## src/rtl/ghc_pkg.sv

```systemverilog
package ghc_pkg;

    localparam int REG_W      = 32;
    localparam int MSI_CODE_W = 3;

    // Bit positions decoded by software; they define the register layout.
    localparam int BIT_MODE   = 31;
    localparam int BIT_MSI1   = 2;
    localparam int BIT_IRQEN  = 1;
    localparam int BIT_CRST   = 0;

    localparam logic [REG_W-1:0] RW_MASK =
        (REG_W'(1) << BIT_MODE) | (REG_W'(1) << BIT_IRQEN) | (REG_W'(1) << BIT_CRST);

    typedef struct packed {
        logic mode;
        logic irq_en;
        logic crst;
    } ghc_ctl_t;

    typedef struct packed {
        logic                  enable;
        logic [MSI_CODE_W-1:0] req;
        logic [MSI_CODE_W-1:0] alloc;
    } msi_cap_t;

    typedef enum logic [1:0] {
        SEQ_IDLE   = 2'd0,
        SEQ_DRAIN  = 2'd1,
        SEQ_REINIT = 2'd2
    } seq_state_e;

    function automatic logic msi_fell_back(msi_cap_t c);
        return c.enable && (c.req != '0) && (c.alloc != '0) && (c.alloc != c.req);
    endfunction

    function automatic logic [REG_W-1:0] pack_word(ghc_ctl_t c, logic msi1);
        logic [REG_W-1:0] w;
        w            = '0;
        w[BIT_MODE]  = c.mode;
        w[BIT_MSI1]  = msi1;
        w[BIT_IRQEN] = c.irq_en;
        w[BIT_CRST]  = c.crst;
        return w;
    endfunction

endpackage

```

## src/rtl/ghc_msi_status.sv

```systemverilog
module ghc_msi_status
    import ghc_pkg::*;
(
    input  logic     clk,
    input  logic     rst,
    input  msi_cap_t cap,
    input  logic     crst_active,
    output logic     fallback
);

    always_comb begin
        fallback = !crst_active && msi_fell_back(cap);
    end

    AST_PROGRAMMED_SINGLE: assert property (@(posedge clk) disable iff (rst)
        (cap.enable && cap.alloc == '0) |-> !fallback);

    AST_MASK_IN_CRST: assert property (@(posedge clk) disable iff (rst)
        crst_active |-> !fallback);

endmodule

```

## src/rtl/ghc_rst_seq.sv

```systemverilog
module ghc_rst_seq
    import ghc_pkg::*;
#(
    parameter int NPORTS     = 4,
    parameter int DRAIN_CYC  = 4,
    parameter int REINIT_CYC = 6
) (
    input  logic              clk,
    input  logic              rst,
    input  logic              start,
    output logic              idle_req,
    output logic [NPORTS-1:0] port_reinit_req,
    output logic              done
);

    localparam int MAXC = (DRAIN_CYC > REINIT_CYC) ? DRAIN_CYC : REINIT_CYC;
    localparam int CW   = (MAXC > 1) ? $clog2(MAXC) : 1;
    localparam logic [CW-1:0] DRAIN_LAST  = CW'(DRAIN_CYC - 1);
    localparam logic [CW-1:0] REINIT_LAST = CW'(REINIT_CYC - 1);

    seq_state_e    state_q;
    logic [CW-1:0] cnt_q;

    always_ff @(posedge clk) begin
        if (rst) begin
            state_q <= SEQ_IDLE;
            cnt_q   <= '0;
        end else begin
            unique case (state_q)
                SEQ_IDLE: begin
                    cnt_q <= '0;
                    if (start) state_q <= SEQ_DRAIN;
                end
                SEQ_DRAIN: begin
                    if (cnt_q == DRAIN_LAST) begin
                        state_q <= SEQ_REINIT;
                        cnt_q   <= '0;
                    end else begin
                        cnt_q <= cnt_q + 1'b1;
                    end
                end
                SEQ_REINIT: begin
                    if (cnt_q == REINIT_LAST) begin
                        state_q <= SEQ_IDLE;
                        cnt_q   <= '0;
                    end else begin
                        cnt_q <= cnt_q + 1'b1;
                    end
                end
                default: begin
                    state_q <= SEQ_IDLE;
                    cnt_q   <= '0;
                end
            endcase
        end
    end

    assign idle_req = (state_q == SEQ_DRAIN);
    assign done     = (state_q == SEQ_REINIT) && (cnt_q == REINIT_LAST);

    for (genvar p = 0; p < NPORTS; p++) begin : g_port
        assign port_reinit_req[p] = (state_q == SEQ_REINIT);
    end

    AST_PHASES_DISJOINT: assert property (@(posedge clk) disable iff (rst)
        !(idle_req && (|port_reinit_req)));

    AST_REINIT_ALL_PORTS: assert property (@(posedge clk) disable iff (rst)
        (|port_reinit_req) |-> (&port_reinit_req));

    AST_DRAIN_THEN_REINIT: assert property (@(posedge clk) disable iff (rst)
        (idle_req && cnt_q == DRAIN_LAST) |=> (&port_reinit_req));

endmodule

```

## src/rtl/ghc_ctl_regs.sv

```systemverilog
module ghc_ctl_regs
    import ghc_pkg::*;
(
    input  logic             clk,
    input  logic             rst,
    input  logic             wr_en,
    input  logic [REG_W-1:0] wr_data,
    input  logic             seq_done,
    output ghc_ctl_t         ctl,
    output logic             seq_start
);

    logic [REG_W-1:0] wr_val;

    assign wr_val    = wr_data & RW_MASK;
    assign seq_start = wr_en && !ctl.crst && wr_val[BIT_CRST];

    always_ff @(posedge clk) begin
        if (rst) begin
            ctl <= '0;
        end else if (ctl.crst) begin
            if (seq_done) ctl.crst <= 1'b0;
        end else if (wr_en) begin
            if (wr_val[BIT_CRST]) begin
                ctl.mode   <= 1'b0;
                ctl.irq_en <= 1'b0;
                ctl.crst   <= 1'b1;
            end else begin
                ctl.mode   <= wr_val[BIT_MODE];
                ctl.irq_en <= wr_val[BIT_IRQEN];
            end
        end
    end

    AST_CRST_ENABLES_LOW: assert property (@(posedge clk) disable iff (rst)
        ctl.crst |-> (!ctl.mode && !ctl.irq_en));

    AST_CRST_HOLDS: assert property (@(posedge clk) disable iff (rst)
        (ctl.crst && !seq_done) |=> ctl.crst);

    AST_CRST_RELEASE: assert property (@(posedge clk) disable iff (rst)
        (ctl.crst && seq_done) |=> !ctl.crst);

    AST_ZERO_WRITE_NO_START: assert property (@(posedge clk) disable iff (rst)
        (!ctl.crst && !(wr_en && wr_data[BIT_CRST])) |=> !ctl.crst);

endmodule

```

## src/rtl/ghc_ctrl.sv

```systemverilog
module ghc_ctrl
    import ghc_pkg::*;
#(
    parameter int NPORTS     = 4,
    parameter int DRAIN_CYC  = 4,
    parameter int REINIT_CYC = 6
) (
    input  logic                  clk,
    input  logic                  rst,
    input  logic                  wr_en,
    input  logic [REG_W-1:0]      wr_data,
    output logic [REG_W-1:0]      rd_data,
    input  logic                  msi_enable,
    input  logic [MSI_CODE_W-1:0] msi_req_code,
    input  logic [MSI_CODE_W-1:0] msi_alloc_code,
    input  logic [NPORTS-1:0]     port_irq_pend,
    output logic                  irq_out,
    output logic                  ahci_mode,
    output logic                  idle_req,
    output logic [NPORTS-1:0]     port_reinit_req
);

    ghc_ctl_t ctl;
    msi_cap_t cap;
    logic     seq_start;
    logic     seq_done;
    logic     msi1;

    assign cap = '{enable: msi_enable, req: msi_req_code, alloc: msi_alloc_code};

    ghc_ctl_regs u_regs (
        .clk       (clk),
        .rst       (rst),
        .wr_en     (wr_en),
        .wr_data   (wr_data),
        .seq_done  (seq_done),
        .ctl       (ctl),
        .seq_start (seq_start)
    );

    ghc_rst_seq #(
        .NPORTS     (NPORTS),
        .DRAIN_CYC  (DRAIN_CYC),
        .REINIT_CYC (REINIT_CYC)
    ) u_seq (
        .clk             (clk),
        .rst             (rst),
        .start           (seq_start),
        .idle_req        (idle_req),
        .port_reinit_req (port_reinit_req),
        .done            (seq_done)
    );

    ghc_msi_status u_msi (
        .clk         (clk),
        .rst         (rst),
        .cap         (cap),
        .crst_active (ctl.crst),
        .fallback    (msi1)
    );

    assign rd_data   = pack_word(ctl, msi1);
    assign irq_out   = ctl.irq_en && (|port_irq_pend);
    assign ahci_mode = ctl.mode;

    AST_IRQ_GATED: assert property (@(posedge clk) disable iff (rst)
        !rd_data[BIT_IRQEN] |-> !irq_out);

    AST_SEQ_ONLY_IN_CRST: assert property (@(posedge clk) disable iff (rst)
        (idle_req || (|port_reinit_req)) |-> rd_data[BIT_CRST]);

    AST_RSVD_CLEAR: assert property (@(posedge clk) disable iff (rst)
        rd_data[REG_W-2:3] == '0);

endmodule

```

## config.mk

```make
export PLATFORM = sky130hd
export DESIGN_NAME = ghc_ctrl
export DESIGN_NICKNAME = d
export VERILOG_FILES = /design/src/rtl/ghc_pkg.sv /design/src/rtl/ghc_msi_status.sv /design/src/rtl/ghc_rst_seq.sv /design/src/rtl/ghc_ctl_regs.sv /design/src/rtl/ghc_ctrl.sv
export SDC_FILE = /design/constraint.sdc
export NUM_CORES = 1
export LEC_CHECK = 0
export ABC_AREA = 1
export BUFFER_PORTS_ARGS = -buffer_cell sky130_fd_sc_hd__buf_2
export CAP_MARGIN = 30
export CORE_ASPECT_RATIO = 1.1
export CORE_MARGIN = 5
export CORE_UTILIZATION = 34
export DETAILED_ROUTE_END_ITERATION = 12
export HOLD_SLACK_MARGIN = 0.03
export PLACE_DENSITY = 0.79
export SYNTH_ARGS = -nofsm -noshare
export SYNTH_HDL_FRONTEND = slang
export SYNTH_SLANG_ARGS = --single-unit
```

## constraint.sdc

```tcl
create_clock -name clk -period 1.3 [get_ports clk]
set_input_delay 0 -clock clk [delete_from_list [all_inputs] [get_ports clk]]
set_output_delay 0 -clock clk [all_outputs]
set_load 0.1 [all_outputs]
```

Word-level counts from Yosys, hierarchy flattened

Cells that the tools add are included.

$add $sub $neg: 1
Bitwise operators: 1
Multiplexer cells: 12
Eq/ne operators: 8
Reduce and logical (&&, ||, !) cells: 15

Operators with widths:

| cell                                                   | number |
|---|---|
| logical AND 1 bit                                      | 8 |
| two-way mux 2 bit                                      | 4 |
| two-way mux 3 bit                                      | 2 |
| one-hot mux 2 bit (3 select lines)                     | 1 |
| one-hot mux 3 bit (2 select lines)                     | 1 |
| nonzero test 3 bit                                     | 2 |
| two-way mux 1 bit                                      | 4 |
| inequality test 2 x 1 -> 1 bit (second input constant) | 2 |
| OR reduction 4 bit                                     | 1 |
| adder 3 x 1 -> 3 bit (second input constant)           | 1 |
| equality test 3 x 2 -> 1 bit (second input constant)   | 1 |
| equality test 3 bit (second input constant)            | 1 |
| inequality test 3 bit                                  | 1 |
| AND reduction 3 bit                                    | 1 |
| equality test 2 x 1 -> 1 bit (second input constant)   | 1 |
| equality test 2 bit (second input constant)            | 1 |
| logical NOT 2 bit                                      | 1 |
| inequality test 2 bit (second input constant)          | 1 |
| AND reduction 2 bit                                    | 1 |
| logical NOT 1 bit                                      | 1 |
| NOT 1 bit                                              | 1 |

Word-level logic and storage cells: 42
Register bits after elaboration: 8
Input bits: 46

Logic depth before layout (Yosys ltp)

Gate-level depths: netlist of the first run.

Depth in word-level cells: 5
Depth in mapped cells: 9

Cells and area by module

Synthesis of the first run repeated with hierarchy kept, for this count alone.

Cells, all modules: 133
Area total of the unflattened synthesis: 889.6 µm²

By module, submodules not included:

| module         | area an instance (µm²) | cells each | instances |
|---|---|---|---|
| ghc_rst_seq    | 400.4                  | 53         | 1 |
| ghc_ctrl       | 245.2                  | 35         | 1 |
| ghc_ctl_regs   | 153.9                  | 25         | 1 |
| ghc_msi_status | 90.1                   | 20         | 1 |

Worst setup path after synthesis of the first run

OpenSTA, ideal clock, no wires.

Kind: register -> output
Start: reg u_regs.ctl[1] (netlist name)
End: out irq_out
Buffers on the path: 0
Arrival: 2364 ps
Slack: -1064 ps
Cell stages (with the launch flop): 3
Cell sequence: dfxtp_1 -> inv_1 -> nor2_1

Longest elaborated chain between the ends: 1

RTL lines:

| item              | line           | text |
|---|---|---|
| logical AND 1 bit | ghc_ctrl.sv:63 | `assign irq_out = ctl.irq_en && (\|port_irq_pend);` |
| to (decl)         | ghc_ctrl.sv:17 | `output logic irq_out,` |

No other way between the ends.

Worst setup path after layout of the first run

Start: reg u_seq.state_q[0]
End: out port_reinit_req[3]

Longest elaborated chain between the ends: 1

RTL lines:

| item                   | line              | text |
|---|---|---|
| from (decl)            | ghc_rst_seq.sv:21 | `seq_state_e state_q;` |
| from (signal assigned) | ghc_rst_seq.sv:26 | `state_q <= SEQ_IDLE;` |
| from (signal assigned) | ghc_rst_seq.sv:32 | `if (start) state_q <= SEQ_DRAIN;` |
| from (signal assigned) | ghc_rst_seq.sv:36 | `state_q <= SEQ_REINIT;` |
| equality test 2 bit    | ghc_rst_seq.sv:62 | `assign port_reinit_req[p] = (state_q == SEQ_REINIT);` |
| to (decl)              | ghc_ctrl.sv:20    | `output logic [NPORTS-1:0] port_reinit_req` |

No other way between the ends.

==> impl_metrics.tcl, run 1 <==
set metrics [dict create \
    status "completed" \
    synthCells 105 \
    synth_top_area_frac 0.328 \
    clkPwrFrac 0.090 \
    holdWs_ps 40.6 \
    ir_worst_vdd_mv 1.37 \
    fin_util 0.442 \
    n_antenna_cell 0 \
    endpoint_kind "primary output" \
    synth_compound_area_frac 0.0723 \
    clock_skew_ps 4.52 \
    drive_gt1_frac 0.389 \
    final_net_count 186 \
    grt_pass1_vias 565 \
    antenna_found_initial 0 \
    insertion_delay_ps 260 \
    grt_pass1_wl_mm 2.29 \
    internal_power_mw 0.845 \
    p_comb_frac 0.757 \
    syn_area_um2 778 \
    die_w_um 55.6 \
    switching_share 0.611 \
    hold_viol 0 \
    cts_buffer_depth 2 \
    grt_max_degree 6 \
    synth_common_cells "buf_4 (34), inv_1 (12), nand2_1 (9), dfxtp_1 (8), nor2_1 (8)" \
    setup_ws_ps 82.9 \
    die_y_um 60.2 \
    synth_xor_area_frac 0.0338 \
    crit_chain "inv_2 > ha_4 > buf_4 > buf_12" \
    cp-startpoint "u_seq.state_q[0]" \
    fp-row-count 18 \
    finalSetupViolCount 0 \
    dp.cells 156 \
    yosysMostFrequentCell "buf_4" \
    synth_cell_types 22 \
    hold_class "in2reg" \
    ys_seq_elements 8 \
    path_class "reg2out" \
    drc 0 \
    p_leak_nw 0.489 \
    drv_cap 0 \
    root_buffer "clkbuf_4" \
    worstPathRequired_ps 1300 \
    cts.sink_count 8 \
    final_cells 161 \
    htreeDepth 1 \
    grt.total_usage 0.0883 \
    ant_nets 0 \
    slowest_stage "dfxtp_2" \
    cts_tree "built" \
    firstDrtPassIters 3 \
    worstRegToRegCells 8 \
    core_area_mm2 0.00223 \
    dp_slack_ps 81.2 \
    ys_async_sr_fraction 0 \
    fmax_ghz 0.822 \
    ys.warnings.count 0 \
    postPlaceCellArea_um2 930 \
    final_area_um2 986 \
    routed-via-count 624 \
    rrSetupSlack_ps 120 \
    synth_area_leader_cell "buf_4" \
    yosys.area_share.simple 0.175 \
    synth-adder-area-share 0.113 \
    regToRegEndpoint "u_seq.state_q[1]" \
    drt_iter0_markers 4 \
    ios 85 \
    start_util 0.349 \
    worstPathArrival_ps 1220 \
    cts.clk_slew.worst_paths_ps 60 \
    gp_congestion 0.759 \
    dieArea_mm2 0.00335 \
    dp_hpwl_mm 1.31 \
    startpoint_type "flip-flop" \
    synth-edff-count 0 \
    synth_mux_area_frac 0 \
    maxSlewViolCount 0 \
    endpoint "port_reinit_req[3]" \
    ys_seq_area_frac 0.206 \
    grt_overflow 0 \
    wl_per_cell_um 9.48 \
    p_per_area_mw_per_mm2 2200 \
    syn_to_final_growth_pct 26.7 \
    p_seq_frac 0.153 \
    synth-main-ff-cell "dfxtp_1" \
    cts_buffers 3 \
    worstPathMaxFanout 4 \
    synth.top_cells.by_area "buf_4 (33%), dfxtp_1 (21%), ha_1 (11%), inv_1 (5.8%), nand2_1 (4.3%)" \
    drt-total-wl_mm 1.53 \
    routed_via_density 3.88 \
    io_buffers 27 \
    syn_area_per_cell_um2 7.41 \
    period_share 0.936 \
    slowest_delay_ps 370 \
    power_switching_mw 1.33 \
    r2r_start "u_seq.cnt_q[0]" \
    synth_top_family_by_area "buffers and inverters" \
    fin_crit_ps 1220 \
]
-- power groups by stage --
stage | sequential, mW | clock (mW) | combinational [mW]
after detailed placement | 0.330 | 0 | 1.62
after CTS | 0.327 | 0.205 | 1.63
after global placement | 0.329 | 0 | 1.61
after floorplan | 0.359 | 0 | 1.34
final | 0.333 | 0.195 | 1.64
after global routing | 0.341 | 0.210 | 1.72
-- critical path, delay by kind of cell (launching register included) --
kind                     cells  cell delay (ps)
flip-flops                   1              370
adder cells (fa/ha/maj)      1              180
buffers and inverters        3              400
-- how the worst min path moves through the flow --
stage               start             end  depth (start not counted)  slack (ps)
6_report       wr_data[1]   u_regs.ctl[1]                          3          40
5_1_grt        wr_data[1]   u_regs.ctl[1]                          3          60
4_1_cts        wr_data[1]   u_regs.ctl[1]                          3          40
2_1_floorplan         rst   u_regs.ctl[0]                          1          70
3_3_place_gp          rst  u_seq.cnt_q[2]                          2         230
3_5_place_dp          rst   u_regs.ctl[0]                          2         240
-- placed cells by master, fill, tap and decap left out, drive strengths merged --
master / Yosys / final
a21oi: 7 / 7
xor2: 2 / 2
nor3: 1 / 1
clkbuf: 0 / 3
nor2: 9 / 9
a211oi: 1 / 1
dfxtp: 8 / 8
nor4: 1 / 1
o21ai: 2 / 2
buf: 34 / 28
ha: 7 / 7
inv: 14 / 14
xnor2: 1 / 1
nand3: 4 / 4
conb: 1 / 28
dlygate4sd3: 0 / 2
nand2: 12 / 12
nand4: 1 / 1
-- stage by stage --
stage,TNS (ps),power (mW)
floorplan,-27.9,1.70
CTS,0,2.16
finish,0,2.17
global placement,0,1.94
global route,-13.0,2.27
detailed placement,0,1.95
-- layout make-up --
class	instances	area (um^2)
clock buffers	3	22.5
fillers	219	1240
inverters	14	52.6
multi-input cells	76	454
flip-flops and latches	8	166
well taps	30	37.5
repair buffers	30	253
-- sequential cells by signal, summed over array words and instances (netlist names) --
name and cells:
u_seq.cnt_q 3, u_regs.ctl 3, u_seq.state_q 2
-- cell families (layout without fill, tap and decap cells) --
logic type / after synthesis / after routing
xor gates and xnor gates: 3 / 3
and+or+nand+nor: 28 / 28
DFF: 8 / 8
AOI/OAI and AO/OA: 10 / 10
adders and majority gates: 7 / 7
other: 1 / 28
buffers and inverters: 48 / 47
-- layer usage --
layer  global-route usage  part of all wire  wire length, um  up-vias
li1                     -                 -                -      316
met1               0.0885              0.32              492      282
met2                0.174              0.59              903       23
met3               0.0130             0.067              103        3
met4               0.0521             0.018               28        0
met5                    0                 0                0        -
-- what timing repair did --
action,CTS,global route
setup buffers,0,0
setup endpoints to repair,3,4
endpoints found under the hold margin,4,0
gates resized for setup,1,7
hold buffers,2,0
pin swaps,0,1
(Power assumes the default switching activity.)
==> run 2, diff against run 1 <==
- ABC_AREA: 1 -> default
- CORE_UTILIZATION: 34 -> 35
==> impl_metrics.tcl, run 2 <==
set metrics [dict create \
    start_util 0.363 \
    drv_cap 0 \
    ir_worst_vdd_mv 0.777 \
    global_route.usage.met3 0.0277 \
    fp-row-count 18 \
    synthCells 98 \
    fin_crit_ps 1230 \
    cts_buffer_depth 2 \
    final_common_cell "conb_1" \
    worstPathArrival_ps 1230 \
    p_leak_nw 0.493 \
    root_buffer "clkbuf_4" \
    synth.top_cells.by_area "buf_4 (31%), dfxtp_1 (20%), ha_1 (11%), nand2b_1 (3.8%), nor3_1 (3.1%)" \
    p_seq_frac 0.229 \
    syn_area_um2 817 \
    firstDrtPassIters 4 \
    setup_ws_ps 68.8 \
    hold_class "in2reg" \
    startpoint_type "flip-flop" \
    htreeDepth 1 \
    synth_cell_types 27 \
    grt_pass1_vias 658 \
    busiest_layer "met2" \
    dp_slack_ps -23.9 \
    dieArea_mm2 0.00340 \
    io_buffers 27 \
    routed-via-count 690 \
    period_share 0.947 \
    die_y_um 60.7 \
    cp-startpoint "u_regs.ctl[0]" \
    synth_top_area_frac 0.312 \
    wl_per_cell_um 11.0 \
    r2r_start "u_seq.state_q[0]" \
    synth_common_cells "buf_4 (34), dfxtp_1 (8), ha_1 (7), inv_1 (6)" \
    cts_buffers 3 \
    ios 85 \
    synth_area_leader_cell "buf_4" \
    antenna_found_initial 0 \
    power_switching_mw 0.668 \
    hp-start "wr_en" \
    crit_chain "inv_2 > o2111ai_2 > nor4_2 > buf_4 > buf_12" \
    gp_congestion 0.883 \
    ys.warnings.count 0 \
    drt_iter0_markers 19 \
    synth-edff-count 0 \
    dp.cells 151 \
    cp.buffers_inverters 3 \
    syn_area_per_cell_um2 8.34 \
    drc 0 \
    status "completed" \
    cts.clk_slew.worst_paths_ps 50 \
    worstPathMaxFanout 2 \
    final_cells 157 \
    clkPwrFrac 0.160 \
    ys_seq_elements 8 \
    tns_ps 0 \
    core_area_mm2 0.00225 \
    insertion_delay_ps 250 \
    endpoint_kind "primary output" \
    p_per_area_mw_per_mm2 1070 \
    n_antenna_cell 0 \
    die_w_um 56.1 \
    rsz0062_at_grt "true" \
    most-common-layout-cells "conb_1 (28), buf_2 (22)" \
    holdWs_ps 61.2 \
    grt_pass1_wl_mm 2.90 \
    internal_power_mw 0.490 \
    synth-main-ff-cell "dfxtp_1" \
    ant_nets 0 \
    switching_share 0.577 \
    ys_seq_area_frac 0.196 \
    maxSlewViolCount 0 \
    path_class "reg2out" \
    yosysMostFrequentCell "buf_4" \
    ys_async_sr_fraction 0 \
    hold_viol 0 \
    p_comb_frac 0.610 \
    syn_to_final_growth_pct 32.0 \
    dp_hpwl_mm 1.44 \
    drt-total-wl_mm 1.73 \
    fillers 207 \
    clock_skew_ps 5.07 \
    routed_via_density 4.39 \
    drive_gt1_frac 0.457 \
    fmax_ghz 0.812 \
    slowest_stage "dfxtp_4" \
    crit_family "buffers and inverters" \
    final_net_count 182 \
    fin_util 0.479 \
    top_regs "u_regs.ctl x3, u_seq.cnt_q x3, u_seq.state_q x2" \
    grt_use_met2 0.199 \
    finalSetupViolCount 0 \
    worstPathRequired_ps 1300 \
    slowest_delay_ps 340 \
    cts_tree "built" \
    grt_max_degree 8 \
    grt_overflow 0 \
    grt.total_usage 0.107 \
    use_met1 0.108 \
    cts.sink_count 8 \
]
-- run 2: path summary, 6_finish.rpt --
path                                    endpoint  slack (ps)  depth (start not counted)
worst max-delay path                  rd_data[2]          70                          5
worst min-delay path               u_regs.ctl[0]          60                          3
worst max register to register  u_seq.state_q[1]          90                          5
worst min register to register    u_seq.cnt_q[0]         440                          1
-- run 2: logic make-up (layout without fill, tap and decap cells) --
| group | Yosys count | in the layout | share of synthesized area |
|---|---|---|---|
| fa+ha+maj | 7 | 7 | 0.107 |
| flops | 8 | 8 | 0.196 |
| xor+xnor | 1 | 1 | 0.0107 |
| other cells | 1 | 28 | 0.00459 |
| compound gates | 12 | 12 | 0.113 |
| simple gates | 28 | 28 | 0.216 |
| mux | 1 | 1 | 0.0123 |
| buf+inv | 40 | 42 | 0.340 |
-- run 2: final cells by class --
cell class              instances  area [um^2]  share of cell area
well taps                      30         37.5              0.0348
inverters                       6         22.5              0.0209
repair buffers                 33          258               0.239
clock buffers                   3         22.5              0.0209
flip-flops and latches          8          170               0.158
multi-input cells              77          568               0.527
-- run 2: per-layer routing --
metal | vias up | part of all wire
met3 | 4 | 0.14
li1 | 331 | -
met4 | 0 | 0.024
met1 | 312 | 0.34
met2 | 43 | 0.50
met5 | - | 0
-- run 2: power by group through the flow --
stage / clock network [mW] / registers [mW] / logic [mW]
after floorplan: 0 / 0.290 / 0.645
after global placement: 0 / 0.274 / 0.674
after detailed placement: 0 / 0.275 / 0.682
after CTS: 0.196 / 0.266 / 0.699
after global routing: 0.210 / 0.267 / 0.734
final: 0.186 / 0.266 / 0.707
-- run 2: worst reg2reg max path: cells and delay by family (launching register included) --
family	cells	cell delay, ps
flip-flops	1	350
buffers and inverters	1	60
AO/OA/AOI/OAI	2	370
adder cells (fa/ha/maj)	1	150
multiplexers	1	190
-- run 2: through the flow --
step / area [um^2] / power [mW]
CTS: 1060 / 1.16
floorplan: 973 / 0.935
global route: 1080 / 1.21
global placement: 988 / 0.948
detailed placement: 988 / 0.957
finish: 1080 / 1.16
-- run 2: repair_timing --
action                                 in CTS  in global routing
setup buffers                               1                  1
endpoints found under the hold margin       4                  0
setup endpoints to repair                   3                  3
resized for setup                           9                  2
pin swaps                                   2                  3
gates cloned                                0                  0
hold buffers                                1                  0
